### config.mk
export PLATFORM = sky130hd
export DESIGN_NAME = i2c_lenseq
export DESIGN_NICKNAME = d
export VERILOG_FILES = /design/src/rtl/i2c_lenseq_pkg.sv /design/src/rtl/lenseq_counter.sv /design/src/rtl/lenseq_bufs.sv /design/src/rtl/i2c_lenseq.sv
export SDC_FILE = /design/constraint.sdc
export NUM_CORES = 1
export LEC_CHECK = 0
export ABC_AREA = 1
export CAP_MARGIN = 20
export CORE_ASPECT_RATIO = 0.6
export CORE_MARGIN = 2
export CORE_UTILIZATION = 30
export DETAILED_ROUTE_END_ITERATION = 16
export PLACE_DENSITY = 0.52
export SETUP_SLACK_MARGIN = 0.15
export SLEW_MARGIN = 25
export SYNTH_ARGS = -nofsm -noshare
export SYNTH_HDL_FRONTEND = slang
export SYNTH_SLANG_ARGS = --single-unit
### constraint.sdc
create_clock -name clk -period 2.25 [get_ports clk]
set_clock_uncertainty 0.15 [all_clocks]
set_input_delay 0.3375 -clock clk [delete_from_list [all_inputs] [get_ports clk]]
set_output_delay 0.3375 -clock clk [all_outputs]
set_load 0.01 [all_outputs]
### src/rtl/i2c_lenseq_pkg.sv
package i2c_lenseq_pkg;

  typedef enum logic [2:0] {
    ST_IDLE,
    ST_ADDR,
    ST_DATA,
    ST_RELOAD,
    ST_DONE,
    ST_STOP
  } seq_st_e;

  localparam logic [1:0] OP_ADDR = 2'd0;
  localparam logic [1:0] OP_DATA = 2'd1;
  localparam logic [1:0] OP_STOP = 2'd2;

  // Where a segment goes once its count has run out.
  function automatic seq_st_e end_of_count(input logic reload, input logic autoend);
    if (reload)  return ST_RELOAD;
    if (autoend) return ST_STOP;
    return ST_DONE;
  endfunction

endpackage

### src/rtl/lenseq_counter.sv
module lenseq_counter #(
  parameter int CNT_W = 8
) (
  input  logic             clk,
  input  logic             rst_n,
  input  logic             load,
  input  logic [CNT_W-1:0] load_val,
  input  logic             dec,
  output logic [CNT_W-1:0] left,
  output logic             last,
  output logic             empty
);
  localparam logic [CNT_W-1:0] CNT_ONE = CNT_W'(1);

  always_ff @(posedge clk or negedge rst_n) begin
    if (!rst_n)    left <= '0;
    else if (load) left <= load_val;
    else if (dec)  left <= left - CNT_ONE;
  end

  assign last  = (left == CNT_ONE);
  assign empty = (left == '0);

  AST_NO_UNDERFLOW: assert property (@(posedge clk) disable iff (!rst_n)
    dec |-> !empty) else $error("count decremented at zero");

endmodule

### src/rtl/lenseq_bufs.sv
module lenseq_bufs #(
  parameter int DATA_W = 8
) (
  input  logic              clk,
  input  logic              rst_n,
  input  logic              flush,
  input  logic              tx_wr,
  input  logic [DATA_W-1:0] tx_wdata,
  input  logic              tx_take,
  input  logic              rx_put,
  input  logic [DATA_W-1:0] rx_in,
  input  logic              rx_rd,
  output logic              tx_full,
  output logic [DATA_W-1:0] tx_byte,
  output logic              rx_full,
  output logic [DATA_W-1:0] rx_byte
);

  always_ff @(posedge clk or negedge rst_n) begin
    if (!rst_n) begin
      tx_full <= 1'b0;
      tx_byte <= '0;
    end else if (flush) begin
      tx_full <= 1'b0;
    end else if (tx_wr) begin
      tx_full <= 1'b1;
      tx_byte <= tx_wdata;
    end else if (tx_take) begin
      tx_full <= 1'b0;
    end
  end

  always_ff @(posedge clk or negedge rst_n) begin
    if (!rst_n) begin
      rx_full <= 1'b0;
      rx_byte <= '0;
    end else if (rx_put) begin
      rx_full <= 1'b1;
      rx_byte <= rx_in;
    end else if (rx_rd) begin
      rx_full <= 1'b0;
    end
  end

  AST_RX_NO_OVERRUN: assert property (@(posedge clk) disable iff (!rst_n)
    rx_put |-> !rx_full) else $error("receive byte overwritten");
  AST_TX_TAKE_FULL: assert property (@(posedge clk) disable iff (!rst_n)
    tx_take |-> tx_full) else $error("transmit byte sent from empty buffer");

endmodule

### src/rtl/i2c_lenseq.sv
module i2c_lenseq
  import i2c_lenseq_pkg::*;
#(
  parameter int CNT_W  = 8,
  parameter int DATA_W = 8
) (
  input  logic              clk,
  input  logic              rst_n,
  input  logic              sw_start,
  input  logic              sw_stop,
  input  logic              cfg_rx,
  input  logic              cfg_reload,
  input  logic              cfg_autoend,
  input  logic              cnt_wr,
  input  logic [CNT_W-1:0]  cnt_wdata,
  input  logic              tx_wr,
  input  logic [DATA_W-1:0] tx_wdata,
  input  logic              rx_rd,
  input  logic              ie_ti,
  input  logic              ie_rbne,
  output logic              eng_req,
  output logic [1:0]        eng_op,
  output logic              eng_dir,
  output logic [DATA_W-1:0] eng_wdata,
  input  logic              eng_done,
  input  logic              eng_ack,
  input  logic [DATA_W-1:0] eng_rdata,
  output logic [DATA_W-1:0] rx_data,
  output logic [CNT_W-1:0]  cnt_left,
  output logic              flag_ti,
  output logic              flag_rbne,
  output logic              flag_tcr,
  output logic              flag_tc,
  output logic              flag_err,
  output logic              irq,
  output logic              scl_hold,
  output logic              busy
);
  localparam logic [CNT_W-1:0] CNT_ONE = CNT_W'(1);

  seq_st_e          st;
  logic             mode_rx, err_q;
  logic [CNT_W-1:0] cnt_reg;

  // named internal events
  logic in_addr, in_data, in_stop;
  logic data_ready, byte_done, nack_abort, seg_end;
  logic reload_ok, start_go, cnt_load, cnt_dec;
  logic cnt_last, cnt_empty;
  logic tx_full, rx_full;
  logic [DATA_W-1:0] tx_byte;
  logic [CNT_W-1:0]  load_val;

  assign in_addr = (st == ST_ADDR);
  assign in_data = (st == ST_DATA);
  assign in_stop = (st == ST_STOP);

  assign data_ready = mode_rx ? !rx_full : tx_full;
  assign eng_req    = in_addr | in_stop | (in_data & data_ready);
  assign eng_op     = in_data ? OP_DATA : (in_stop ? OP_STOP : OP_ADDR);
  assign eng_dir    = mode_rx;
  assign eng_wdata  = tx_byte;

  assign byte_done  = eng_req & eng_done;
  assign nack_abort = byte_done & !eng_ack & (in_addr | (in_data & !mode_rx));
  assign seg_end    = byte_done & !nack_abort &
                      ((in_addr & cnt_empty) | (in_data & cnt_last));
  assign reload_ok  = (st == ST_RELOAD) & cnt_wr & (cnt_wdata != '0);
  assign start_go   = sw_start & ((st == ST_IDLE) | ((st == ST_DONE) & !sw_stop));

  assign cnt_load = start_go | reload_ok;
  assign load_val = reload_ok ? cnt_wdata : cnt_reg;
  assign cnt_dec  = in_data & byte_done;

  lenseq_counter #(.CNT_W(CNT_W)) u_count (
    .clk(clk), .rst_n(rst_n), .load(cnt_load), .load_val(load_val),
    .dec(cnt_dec), .left(cnt_left), .last(cnt_last), .empty(cnt_empty)
  );

  lenseq_bufs #(.DATA_W(DATA_W)) u_bufs (
    .clk(clk), .rst_n(rst_n), .flush(start_go),
    .tx_wr(tx_wr), .tx_wdata(tx_wdata), .tx_take(cnt_dec & !mode_rx),
    .rx_put(cnt_dec & mode_rx), .rx_in(eng_rdata), .rx_rd(rx_rd),
    .tx_full(tx_full), .tx_byte(tx_byte), .rx_full(rx_full), .rx_byte(rx_data)
  );

  always_ff @(posedge clk or negedge rst_n) begin
    if (!rst_n) begin
      st      <= ST_IDLE;
      mode_rx <= 1'b0;
      err_q   <= 1'b0;
      cnt_reg <= '0;
    end else begin
      if (cnt_wr) cnt_reg <= cnt_wdata;
      if (start_go) begin
        mode_rx <= cfg_rx;
        err_q   <= 1'b0;
      end
      if (nack_abort) err_q <= 1'b1;
      unique case (st)
        ST_IDLE:   if (start_go) st <= ST_ADDR;
        ST_ADDR: begin
          if (nack_abort)     st <= ST_STOP;
          else if (seg_end)   st <= end_of_count(cfg_reload, cfg_autoend);
          else if (byte_done) st <= ST_DATA;
        end
        ST_DATA: begin
          if (nack_abort)   st <= ST_STOP;
          else if (seg_end) st <= end_of_count(cfg_reload, cfg_autoend);
        end
        ST_RELOAD: if (reload_ok) st <= ST_DATA;
        ST_DONE: begin
          if (sw_stop)       st <= ST_STOP;
          else if (start_go) st <= ST_ADDR;
        end
        ST_STOP:   if (byte_done) st <= ST_IDLE;
        default:   st <= ST_IDLE;
      endcase
    end
  end

  assign flag_ti   = !mode_rx & (in_addr | in_data) & !tx_full & !cnt_empty;
  assign flag_rbne = rx_full;
  assign flag_tcr  = (st == ST_RELOAD);
  assign flag_tc   = (st == ST_DONE);
  assign flag_err  = err_q;
  assign irq       = (flag_ti & ie_ti) | (flag_rbne & ie_rbne);
  assign scl_hold  = flag_tcr | flag_tc | (in_data & !data_ready);
  assign busy      = (st != ST_IDLE);

  AST_SEG_STEP: assert property (@(posedge clk) disable iff (!rst_n)
    (cnt_dec && !cnt_last) |=> (cnt_left == $past(cnt_left) - CNT_ONE))
    else $error("count did not step by one");
  AST_TCR_RESUME: assert property (@(posedge clk) disable iff (!rst_n)
    reload_ok |=> (in_data && cnt_left == $past(cnt_wdata)))
    else $error("reload write did not resume data");
  AST_ZERO_IGNORED: assert property (@(posedge clk) disable iff (!rst_n)
    (flag_tcr && cnt_wr && cnt_wdata == '0) |=> flag_tcr)
    else $error("zero reload count released the hold");
  AST_NACK_STOP: assert property (@(posedge clk) disable iff (!rst_n)
    nack_abort |=> (in_stop && flag_err))
    else $error("nack did not abort to stop");
  AST_TC_CLEAR: assert property (@(posedge clk) disable iff (!rst_n)
    (flag_tc && (sw_start || sw_stop)) |=> !flag_tc)
    else $error("complete flag not cleared");

endmodule

==> impl_metrics.yaml, run 1 <==
outcome:
  status: "completed"
floorplan:
  core_um2: 7210
  die-area_um2: 8130
  start_util_pct: 30.8
  fp.dieH_um: 70.6
  fp-row-count: 24
  fp.dieW_um: 115
  pin_count: 74
sta:
  relSlewSlack_pct: 65.5
  setup_violations: 0
  whs_ps: 332
  worstMarginPinSlew_ps: 517
  timing.setup.tns_ps: 0
  hold_viol_final: 0
  finalWorstSetupSlack_ps: 131
  layout_min_cycle_time_ps: 2120
  fmax_mhz: 472
  final.period_utilization_pct: 94.2
  rsz0062_at_grt: "yes"
  drv_slew: 0
routing:
  vias: 2139
  routed_via_density: 4.47
  drt_iter0_markers: 81
  drt_pass1_iterations: 4
  drc: 0
  wl_per_cell_um: 13.3
  antenna_left: 0
  wirelength_um: 6350
critical_path:
  required_ps: 2320
  crit_type: "reg -> reg"
  cp-start-kind: "flip-flop"
  critPathMaxStageDelay_ps: 400
  r2r_end: "st[1]"
  cp-startpoint: "u_count.left[1]"
  r2r-start: "u_count.left[1]"
  critical_path_arrival_ps: 2190
  crit_path_cell_trace: "inv_2 > ha_4 > inv_2 > nor2_4 > buf_6 > buf_6 > buf_6 > buf_6 > buf_6 > nand2_2 > nand2_1 > nand2_1 > nand2_1 > nand2_2 > nand2_2 > nand2_4 > nor2_4 > nand2_1 > nand2_1"
  ff2ff_path_depth: 19
  endpoint: "st[1]"
  slowest_stage: "dfrtp_1"
  end_kind: "flip-flop"
  cp_max_fo: 3
  reg2reg_slack_ps: 130
synth:
  syn_nets: 318
  ys_ff_latch: 39
  synth_flop_cell: "dfrtp_1"
  synth-adder-area-share_pct: 1.69
  synth_top_area_share_pct: 44.0
  synth_commonest_cells: "nand2_1 (79), dfrtp_1 (39), inv_1 (38), nor2_1 (23), o21ai_0 (19)"
  synth_top_family_by_area: "simple AND/OR/NAND/NOR gates"
  yosysUniqueCellTypes: 37
  async_reset_ff_share_pct: 100
  netlist_top_cells_area: "dfrtp_1 (44%), nand2_1 (13%), inv_1 (6.4%), o21ai_0 (4.3%), mux2_2 (4.1%)"
  synthCells: 277
  yosysWarnings: 0
  synth_edf_count: 0
  syn_avg_cell_area_um2: 8.01
  synth_compound_area_share_pct: 14.5
  synth.area.mux_share_pct: 4.06
  yosys.area_share.simple_pct: 25.9
  synth_seq_area_share_pct: 44.0
  netlist_area_um2: 2220
  synth_xor_area_share_pct: 0.395
  yosysTopAreaCell: "dfrtp_1"
  synth.most_common_cell: "nand2_1"
placement:
  dpl.hpwl_um: 4690
  gp_congestion: 0.864
  portBuffers: 73
  pre_cts_slack_ps: 56.2
clock_network:
  clk_latency_ps: 280
  numCtsBuffers: 5
  cts_tree: "done"
  cts_root_buf: "clkbuf_16"
  path_clk_slew_ps: 60
  h-tree-depth: 2
  cts_max_path_buffers: 2
  cts.sink_count: 39
power_and_ir_drop:
  vdd_drop_max_mv: 0.518
  power.density_nw_per_um2: 1210
  leakage_uw: 0.00173
hold_path:
  hp-class: "reg -> reg"
  min_from: "u_bufs.rx_byte[5]"
finish:
  layout-area-overhead-vs-synth_pct: 57.9
  fin_util_pct: 48.6
  fin_nets: 428
  nFillCells: 727
  diodes: 0
  drive_above_1_share_pct: 25.8
global_routing:
  overflow: 0
  grt_pass1_vias: 2136
  grt_max_degree: 40
  grt_pass1_wl_um: 10600
  grt_usage_pct: 16.6
  antenna_found_initial: 0
flow_run:
  maxCapViolCount: 0
## placed cells by master (no fill, tap or decap), drive strengths merged, types with 2 or more instances in the layout
| cell | count |
|---|---|
| clkdlybuf4s50 | 63 |
| clkbuf | 8 |
| ha | 3 |
| dfrtp | 39 |
| inv | 43 |
| nand2 | 88 |
| nand3 | 8 |
| nor3 | 2 |
| a21oi | 7 |
| o21ai | 35 |
| dlymetal6s2s | 2 |
| dlygate4sd2 | 4 |
| o211ai | 3 |
| mux2 | 8 |
| nor2 | 26 |
| buf | 35 |
## kinds of logic after synthesis
| group | after synthesis |
|---|---|
| compound gates | 51 |
| xor+xnor | 1 |
| flops | 39 |
| fa+ha+maj | 3 |
| mux | 8 |
| simple gates | 127 |
| buf+inv | 48 |
## area by class of cell
cell class	instances	area (um2)	area share (%)
well taps	91	114	3.25
multi-input cells	190	1100	31.3
flip-flops and latches	39	977	27.9
repair buffers	108	1010	28.9
inverters	43	164	4.68
clock inverters	2	12.5	0.357
clock buffers	6	129	3.68
## through the flow
stage,power [uW],std cells,area [um2]
after floorplan,2260,277,2220
after global placement,3270,456,3170
after detailed placement,3280,456,3170
after CTS,4070,472,3390
after global routing,4590,479,3500
final,4260,479,3500
## how the worst min path moves through the flow
stage,endpoint,cells after the start
6_report,u_bufs.rx_byte[5],2
5_1_grt,u_bufs.rx_byte[1],2
4_1_cts,flag_err,2
3_5_place_dp,u_count.left[7],2
3_3_place_gp,u_count.left[7],2
2_1_floorplan,cnt_reg[0],0
## per-layer routing
| layer | up-vias | GRT usage (%) | wire length (um) |
|---|---|---|---|
| li1 | 1096 | - | - |
| met4 | 0 | 3.21 | 38 |
| met5 | - | 0 | 0 |
| met1 | 978 | 25.2 | 3340 |
| met3 | 4 | 6.34 | 488 |
| met2 | 61 | 22.2 | 2490 |
## power by group
| group | leakage, uW | internal, uW | switching (uW) |
|---|---|---|---|
| Sequential | 0.000483 | 953 | 174 |
| Clock | 0.0000669 | 409 | 290 |
| Combinational | 0.00118 | 1220 | 1220 |
| Total | 0.00173 | 2580 | 1680 |
## repair_timing
item,CTS,global route
setup endpoints to repair,9,8
pin swaps,1,10
gates resized for setup,13,30
hold buffers,1,0
setup buffers,7,7
endpoints found under the hold margin,39,0
## critical path: cells and delay by family, from the launching register on
kind                       cells  cell delay [ps]
adders and majority gates      1              130
buffers and inverters          7              540
DFF                            1              400
and+or+nand+nor               11              830
(Power assumes the default switching activity.)
==> run 2: changes to the inputs <==
--- a/config.mk
+++ b/config.mk
@@ -5,13 +5,12 @@
 export SDC_FILE = /design/constraint.sdc
 export NUM_CORES = 1
 export LEC_CHECK = 0
-export ABC_AREA = 1
 export CAP_MARGIN = 20
 export CORE_ASPECT_RATIO = 0.6
 export CORE_MARGIN = 2
 export CORE_UTILIZATION = 30
 export DETAILED_ROUTE_END_ITERATION = 16
-export PLACE_DENSITY = 0.52
+export PLACE_DENSITY = 0.53
 export SETUP_SLACK_MARGIN = 0.15
 export SLEW_MARGIN = 25
 export SYNTH_ARGS = -nofsm -noshare
==> run 2 against run 1 <==
The flow now finishes with violations (negative setup slack). Hold slack better by 20 ps. Synthesized area down 4.0%. Global-route usage up 0.71 points. Via count down 1.1%. First-iteration DRC count up 35%. Utilization up 2.6 points. Critical path depth down 14. Clock-buffer cell count unchanged. Total power up 3.7%. Largest cell class unchanged. Largest power group unchanged.
==> impl_metrics.yaml, run 2 <==
sta:
  worstMarginPinSlew_ps: 649
  relSlewSlack_pct: 56.3
  final.period_utilization_pct: 106
  setup_violations: 1
  hold_viol_final: 0
  whs_ps: 352
  timing.setup.tns_ps: -125
  layout_min_cycle_time_ps: 2370
  finalWorstSetupSlack_ps: -125
  rsz0062_at_grt: "yes"
  fmax_mhz: 421
  drv_slew: 0
clock_network:
  cts_tree: "done"
  cts.sink_count: 39
  cts_root_buf: "clkbuf_16"
  path_clk_slew_ps: 60
  cts_max_path_buffers: 2
  clk_latency_ps: 280
  h-tree-depth: 2
  numCtsBuffers: 5
synth:
  syn_avg_cell_area_um2: 10.1
  async_reset_ff_share_pct: 100
  synth-adder-area-share_pct: 1.76
  synth_edf_count: 0
  synth_compound_area_share_pct: 17.4
  synth_seq_area_share_pct: 45.8
  synth_flop_cell: "dfrtp_1"
  netlist_top_cells_area: "dfrtp_1 (46%), mux2_2 (13%), nand2_1 (3.7%), a21oi_1 (3.5%), o21ai_0 (2.3%)"
  synth_commonest_cells: "dfrtp_1 (39), mux2_2 (24), nand2_1 (21), a21oi_1 (15), nor2_1 (11)"
  syn_nets: 251
  yosysUniqueCellTypes: 49
  synthCells: 210
  synth.area.mux_share_pct: 13.2
  synth_xor_area_share_pct: 1.23
  synth_top_family_by_area: "compound AO/OA/AOI/OAI gates"
  synth_top_area_share_pct: 45.8
  yosysTopAreaCell: "dfrtp_1"
  ys_ff_latch: 39
  yosysWarnings: 0
  yosys.area_share.simple_pct: 17.4
  synth.most_common_cell: "dfrtp_1"
  netlist_area_um2: 2130
outcome:
  violations: "negative setup slack"
  status: "finished with violations"
placement:
  gp_congestion: 0.904
  portBuffers: 73
  dpl.hpwl_um: 5090
  placed_cell_area_um2: 3240
critical_path:
  cp_max_fo: 2
  required_ps: 1760
  critical_path_arrival_ps: 1890
  crit_type: "reg -> out"
  cp-start-kind: "flip-flop"
  end_kind: "primary output"
flow_run:
  maxCapViolCount: 0
global_routing:
  grt_max_degree: 22
  overflow: 0
  grt_usage_pct: 17.3
  antenna_found_initial: 0
  grt_pass1_vias: 2077
  grt_pass1_wl_um: 10700
routing:
  drc: 0
  drt_pass1_iterations: 4
  vias: 2116
  wirelength_um: 6540
  antenna_left: 0
  wl_per_cell_um: 16.0
  drt_iter0_markers: 109
  routed_via_density: 5.16
finish:
  final_area_um2: 3470
  fin_util_pct: 51.3
  drive_above_1_share_pct: 29.7
  layout_commonest_cell: "clkdlybuf4s50_1"
  diodes: 0
  most-common-layout-cells: "clkdlybuf4s50_1 (63), dfrtp_1 (37), buf_4 (37)"
  fin_nets: 363
  layout-area-overhead-vs-synth_pct: 62.7
power_and_ir_drop:
  p_total_uw: 4410
  leakage_uw: 0.00149
  vdd_drop_max_mv: 0.526
  power.density_nw_per_um2: 1270
floorplan:
  pin_count: 74
  start_util_pct: 31.5
  die-area_um2: 7810
  fp.dieW_um: 113
  fp.dieH_um: 69.3
  core_um2: 6760
  fp-row-count: 23
hold_path:
  hp-class: "reg -> reg"
[run 2: final timing paths]
check	startpoint	end	slack, ps	cells past startpoint
setup / recovery	u_count.left[2]	irq	-120	5
hold / removal	u_bufs.rx_byte[5]	u_bufs.rx_byte[5]	350	1
setup reg to reg	u_count.left[2]	st[0]	120	5
hold reg to reg	u_bufs.rx_byte[5]	u_bufs.rx_byte[5]	350	1
max in group asynchronous	rst_n	st[1]	1040	3
min in group asynchronous	rst_n	u_count.left[6]	410	2
[run 2: cell families (layout without fill, tap and decap cells)]
kind of cell,Yosys count,in the layout
compound gates,53,53
fa+ha+maj,3,3
simple gates,71,71
xor+xnor,3,3
flops,39,39
mux,25,25
buf+inv,16,129
[run 2: cell type report]
type	instances	area, um2
Fill cell	612	3300
Multi-Input combinational cell	155	1170
Timing Repair Buffer	114	1040
Sequential cell	39	978
Clock buffer	6	129
Tap cell	87	109
Inverter	7	26.3
Clock inverter	2	12.5
[run 2: worst max-delay path: stages (launching register included)]
cell       delay, ps
dfrtp_1          380
or4_4            570
nor3_4           210
a2111oi_4        120
a22o_1           190
buf_2            140
[run 2: layer usage]
layer,vias to the layer above,part of all wire [%],wire length (um),global-route usage [%]
li1,1002,-,-,-
met1,1030,50,3300,26.5
met2,78,39,2540,21.8
met3,6,10,669,7.78
met4,0,0.64,42,3.52
met5,-,0,0,0
[run 2: through the flow]
step           std cells  worst slack, ps
2_1_floorplan        210              201
6_report             410             -125
4_1_cts              409             -207
5_1_grt              410             -189
3_5_place_dp         397             -232
3_3_place_gp         397             -214
[run 2: power breakdown]
part / internal (uW) / switching, uW
clock network: 409 / 280
registers: 961 / 173
logic: 1390 / 1200
total: 2760 / 1660
[run 2: timing repair]
action,4_1_cts,5_1_grt
gates resized for setup,19,19
endpoints found under the setup margin,9,20
hold buffers,1,0
pin swaps,3,9
setup buffers,3,1
endpoints found under the hold margin,20,0
==> run 3: changes to the inputs <==
--- a/config.mk
+++ b/config.mk
@@ -5,14 +5,15 @@
 export SDC_FILE = /design/constraint.sdc
 export NUM_CORES = 1
 export LEC_CHECK = 0
-export CAP_MARGIN = 20
+export CAP_MARGIN = 40
 export CORE_ASPECT_RATIO = 0.6
-export CORE_MARGIN = 2
+export CORE_MARGIN = 5
 export CORE_UTILIZATION = 30
 export DETAILED_ROUTE_END_ITERATION = 16
-export PLACE_DENSITY = 0.53
+export PLACE_DENSITY = 0.52
 export SETUP_SLACK_MARGIN = 0.15
 export SLEW_MARGIN = 25
 export SYNTH_ARGS = -nofsm -noshare
 export SYNTH_HDL_FRONTEND = slang
+export SYNTH_HIERARCHICAL = 1
 export SYNTH_SLANG_ARGS = --single-unit
==> run 3 against run 2 <==
The run still ends with negative setup slack left. Hold slack about the same. Cell area increased by 3.1%. Clock-buffer cell count increased by 1. Die area increased by 18%. Sequential power increased by 4%. Combinational power decreased by 7%. Final cell count unchanged. Synthesized cell count decreased by 3.3%. Synthesized area increased by 3.9%. Sequential cell count unchanged. Total power decreased by 2.4%. Register-to-register slack got worse by 160 ps.
==> impl_metrics.yaml, run 3 <==
synth:
  syn_avg_cell_area_um2: 10.9
  synth_flop_cell: "dfrtp_1"
  netlist_top_cells_area: "dfrtp_1 (44%), mux2_2 (8.6%), mux2_4 (5.4%), mux2_1 (4.1%), nand2_1 (3.1%)"
  synth.most_common_cell: "dfrtp_1"
  yosysTopAreaCell: "dfrtp_1"
  syn_nets: 244
  ys_ff_latch: 39
  synth_edf_count: 0
  yosysUniqueCellTypes: 54
  synthCells: 203
  synth_commonest_cells: "dfrtp_1 (39), nand2_1 (18), mux2_2 (17), nor2_1 (11), inv_1 (10)"
  synth_seq_area_share_pct: 44.1
  synth_top_area_share_pct: 44.1
  async_reset_ff_share_pct: 100
  yosysWarnings: 6
  netlist_area_um2: 2210
placement:
  portBuffers: 73
  gp_congestion: 0.837
  dpl.hpwl_um: 4660
  dpl.cell_count: 397
clock_network:
  cts_max_path_buffers: 2
  h-tree-depth: 2
  path_clk_slew_ps: 60
  clk_latency_ps: 280
  cts_root_buf: "clkbuf_16"
  cts_tree: "done"
  cts.sink_count: 39
  numCtsBuffers: 5
floorplan:
  die-area_um2: 9250
  core_um2: 7210
  fp.dieW_um: 121
  fp-row-count: 24
  pin_count: 74
  start_util_pct: 30.7
  fp.dieH_um: 76.5
critical_path:
  path_buf_inv: 1
  cp_top_family: "simple AND/OR/NAND/NOR gates"
  reg2reg_slack_ps: -40
  r2r-start: "u_count/left[3]"
  slowest_stage: "or4_4"
  r2r_end: "st[2]"
  critPathMaxStageDelay_ps: 560
  cp_max_fo: 3
  crit_type: "reg -> out"
  ff2ff_path_depth: 9
  critical_path_arrival_ps: 2020
  crit_path_cell_trace: "or4_4 > nor3_4 > and2_4 > nor2_2 > nand2_1 > a21oi_2 > a22o_1 > buf_2"
  end_kind: "primary output"
  cp-start-kind: "flip-flop"
  required_ps: 1760
finish:
  instances_no_fill: 410
  diodes: 0
  fin_util_pct: 49.6
  nFillCells: 675
  fin_nets: 359
  drive_above_1_share_pct: 35.1
  most-common-layout-cells: "clkdlybuf4s50_1 (63), buf_4 (43), dfrtp_1 (34)"
  layout-area-overhead-vs-synth_pct: 61.4
  layout_commonest_cell: "clkdlybuf4s50_1"
routing:
  antenna_left: 0
  routed_via_density: 4.75
  wl_per_cell_um: 14.8
  vias: 1948
  drt_iter0_markers: 105
  drt_pass1_iterations: 4
  wirelength_um: 6050
  drc: 0
sta:
  setup_violations: 3
  relSlewSlack_pct: 65.6
  layout_min_cycle_time_ps: 2510
  drv_slew: 0
  finalWorstSetupSlack_ps: -256
  final.period_utilization_pct: 111
  fmax_mhz: 399
  rsz0062_at_grt: "yes"
  hold_viol_final: 0
  worstMarginPinSlew_ps: 516
power_and_ir_drop:
  pwr-share-clk_pct: 16.8
  combPwrFrac_pct: 55.7
  power.density_nw_per_um2: 1210
  pwr-share-seq_pct: 27.5
  p_int_uw: 2770
  vdd_drop_max_mv: 0.599
  power.share.switching_pct: 35.7
  power_switching_uw: 1540
  leakage_uw: 0.00157
global_routing:
  grt_max_degree: 40
  grt_usage_pct: 12.7
  antenna_found_initial: 0
  grt_pass1_wl_um: 9420
  grt_pass1_vias: 1879
  overflow: 0
flow_run:
  maxCapViolCount: 0
hold_path:
  min_from: "flag_err"
  min_to: "flag_err"
  min_path_cells: 2
  hp-class: "reg -> reg"
outcome:
  violations: "negative setup slack"
  status: "finished with violations"
-- run 3: worst max-delay path by stage --
stage                           end            start  depth (start not counted)
floorplan           u_count/left[5]            st[2]                          7
global placement                irq  u_count/left[5]                          8
detailed placement              irq  u_count/left[5]                          8
CTS                             irq  u_count/left[3]                          8
global route                    irq  u_count/left[3]                          8
finish                          irq  u_count/left[3]                          8
-- run 3: power by group through the flow --
stage	clock network (uW)	registers (uW)	logic (uW)
floorplan	0	1270	1060
global placement	0	1170	2360
global route	766	1220	2590
CTS	741	1180	2350
detailed placement	0	1170	2350
finish	722	1180	2400
-- run 3: cell type report --
cell class	count	area, um2	area share (%)
clock buffer	7	143	3.99
clock inverter	1	8.76	0.245
inverter	10	37.5	1.05
multi-input combinational	144	1220	34.2
sequential	39	982	27.5
tap	91	114	3.19
timing repair buffer	118	1070	29.9
-- run 3: layer usage --
| layer | wire, um | up-vias | global-route usage [%] |
|---|---|---|---|
| met1 | 3050 | 919 | 18.8 |
| li1 | - | 963 | - |
| met2 | 2360 | 62 | 16.5 |
| met4 | 47 | 0 | 3.05 |
| met3 | 587 | 4 | 5.93 |
| met5 | 0 | - | 0 |
-- run 3: worst register-to-register path: stages, from the launching register on --
cell and delay [ps]:
dfrtp_2 410, or4_4 560, nor3_4 150, and2_4 170
buf_4 110, a2bb2oi_2 50, a2bb2oi_2 160, buf_4 150
nand4b_1 160, a2bb2oi_1 140
-- run 3: cell families (layout without fill, tap and decap cells) --
kind of cell | after synthesis | after routing | synth area share, %
XOR/XNOR | 3 | 3 | 1.19
buffers and inverters | 20 | 136 | 4.52
flip-flops | 39 | 39 | 44.1
AO/OA/AOI/OAI | 35 | 35 | 11.5
multiplexers | 33 | 33 | 18.1
AND/OR/NAND/NOR | 70 | 70 | 18.8
adder cells (fa/ha/maj) | 3 | 3 | 1.70
-- run 3: repair_timing --
action / CTS / global route
endpoints found under the hold margin: 39 / 0
endpoints found under the setup margin: 23 / 27
resized for setup: 22 / 9
setup buffers: 1 / 3
gates cloned: 0 / 0
pin swaps: 12 / 8
hold buffers: 1 / 0
-- run 3: per-stage QoR --
step	area, um2	TNS, ps	hold WS [ps]	setup slack [ps]	total power (uW)
after floorplan	2240	0	-108	29.3	2330
after global placement	3320	-1550	287	-410	3520
after detailed placement	3320	-1330	289	-405	3510
after CTS	3510	-656	356	-276	4270
after global routing	3570	-974	370	-368	4570
final	3570	-530	352	-256	4310
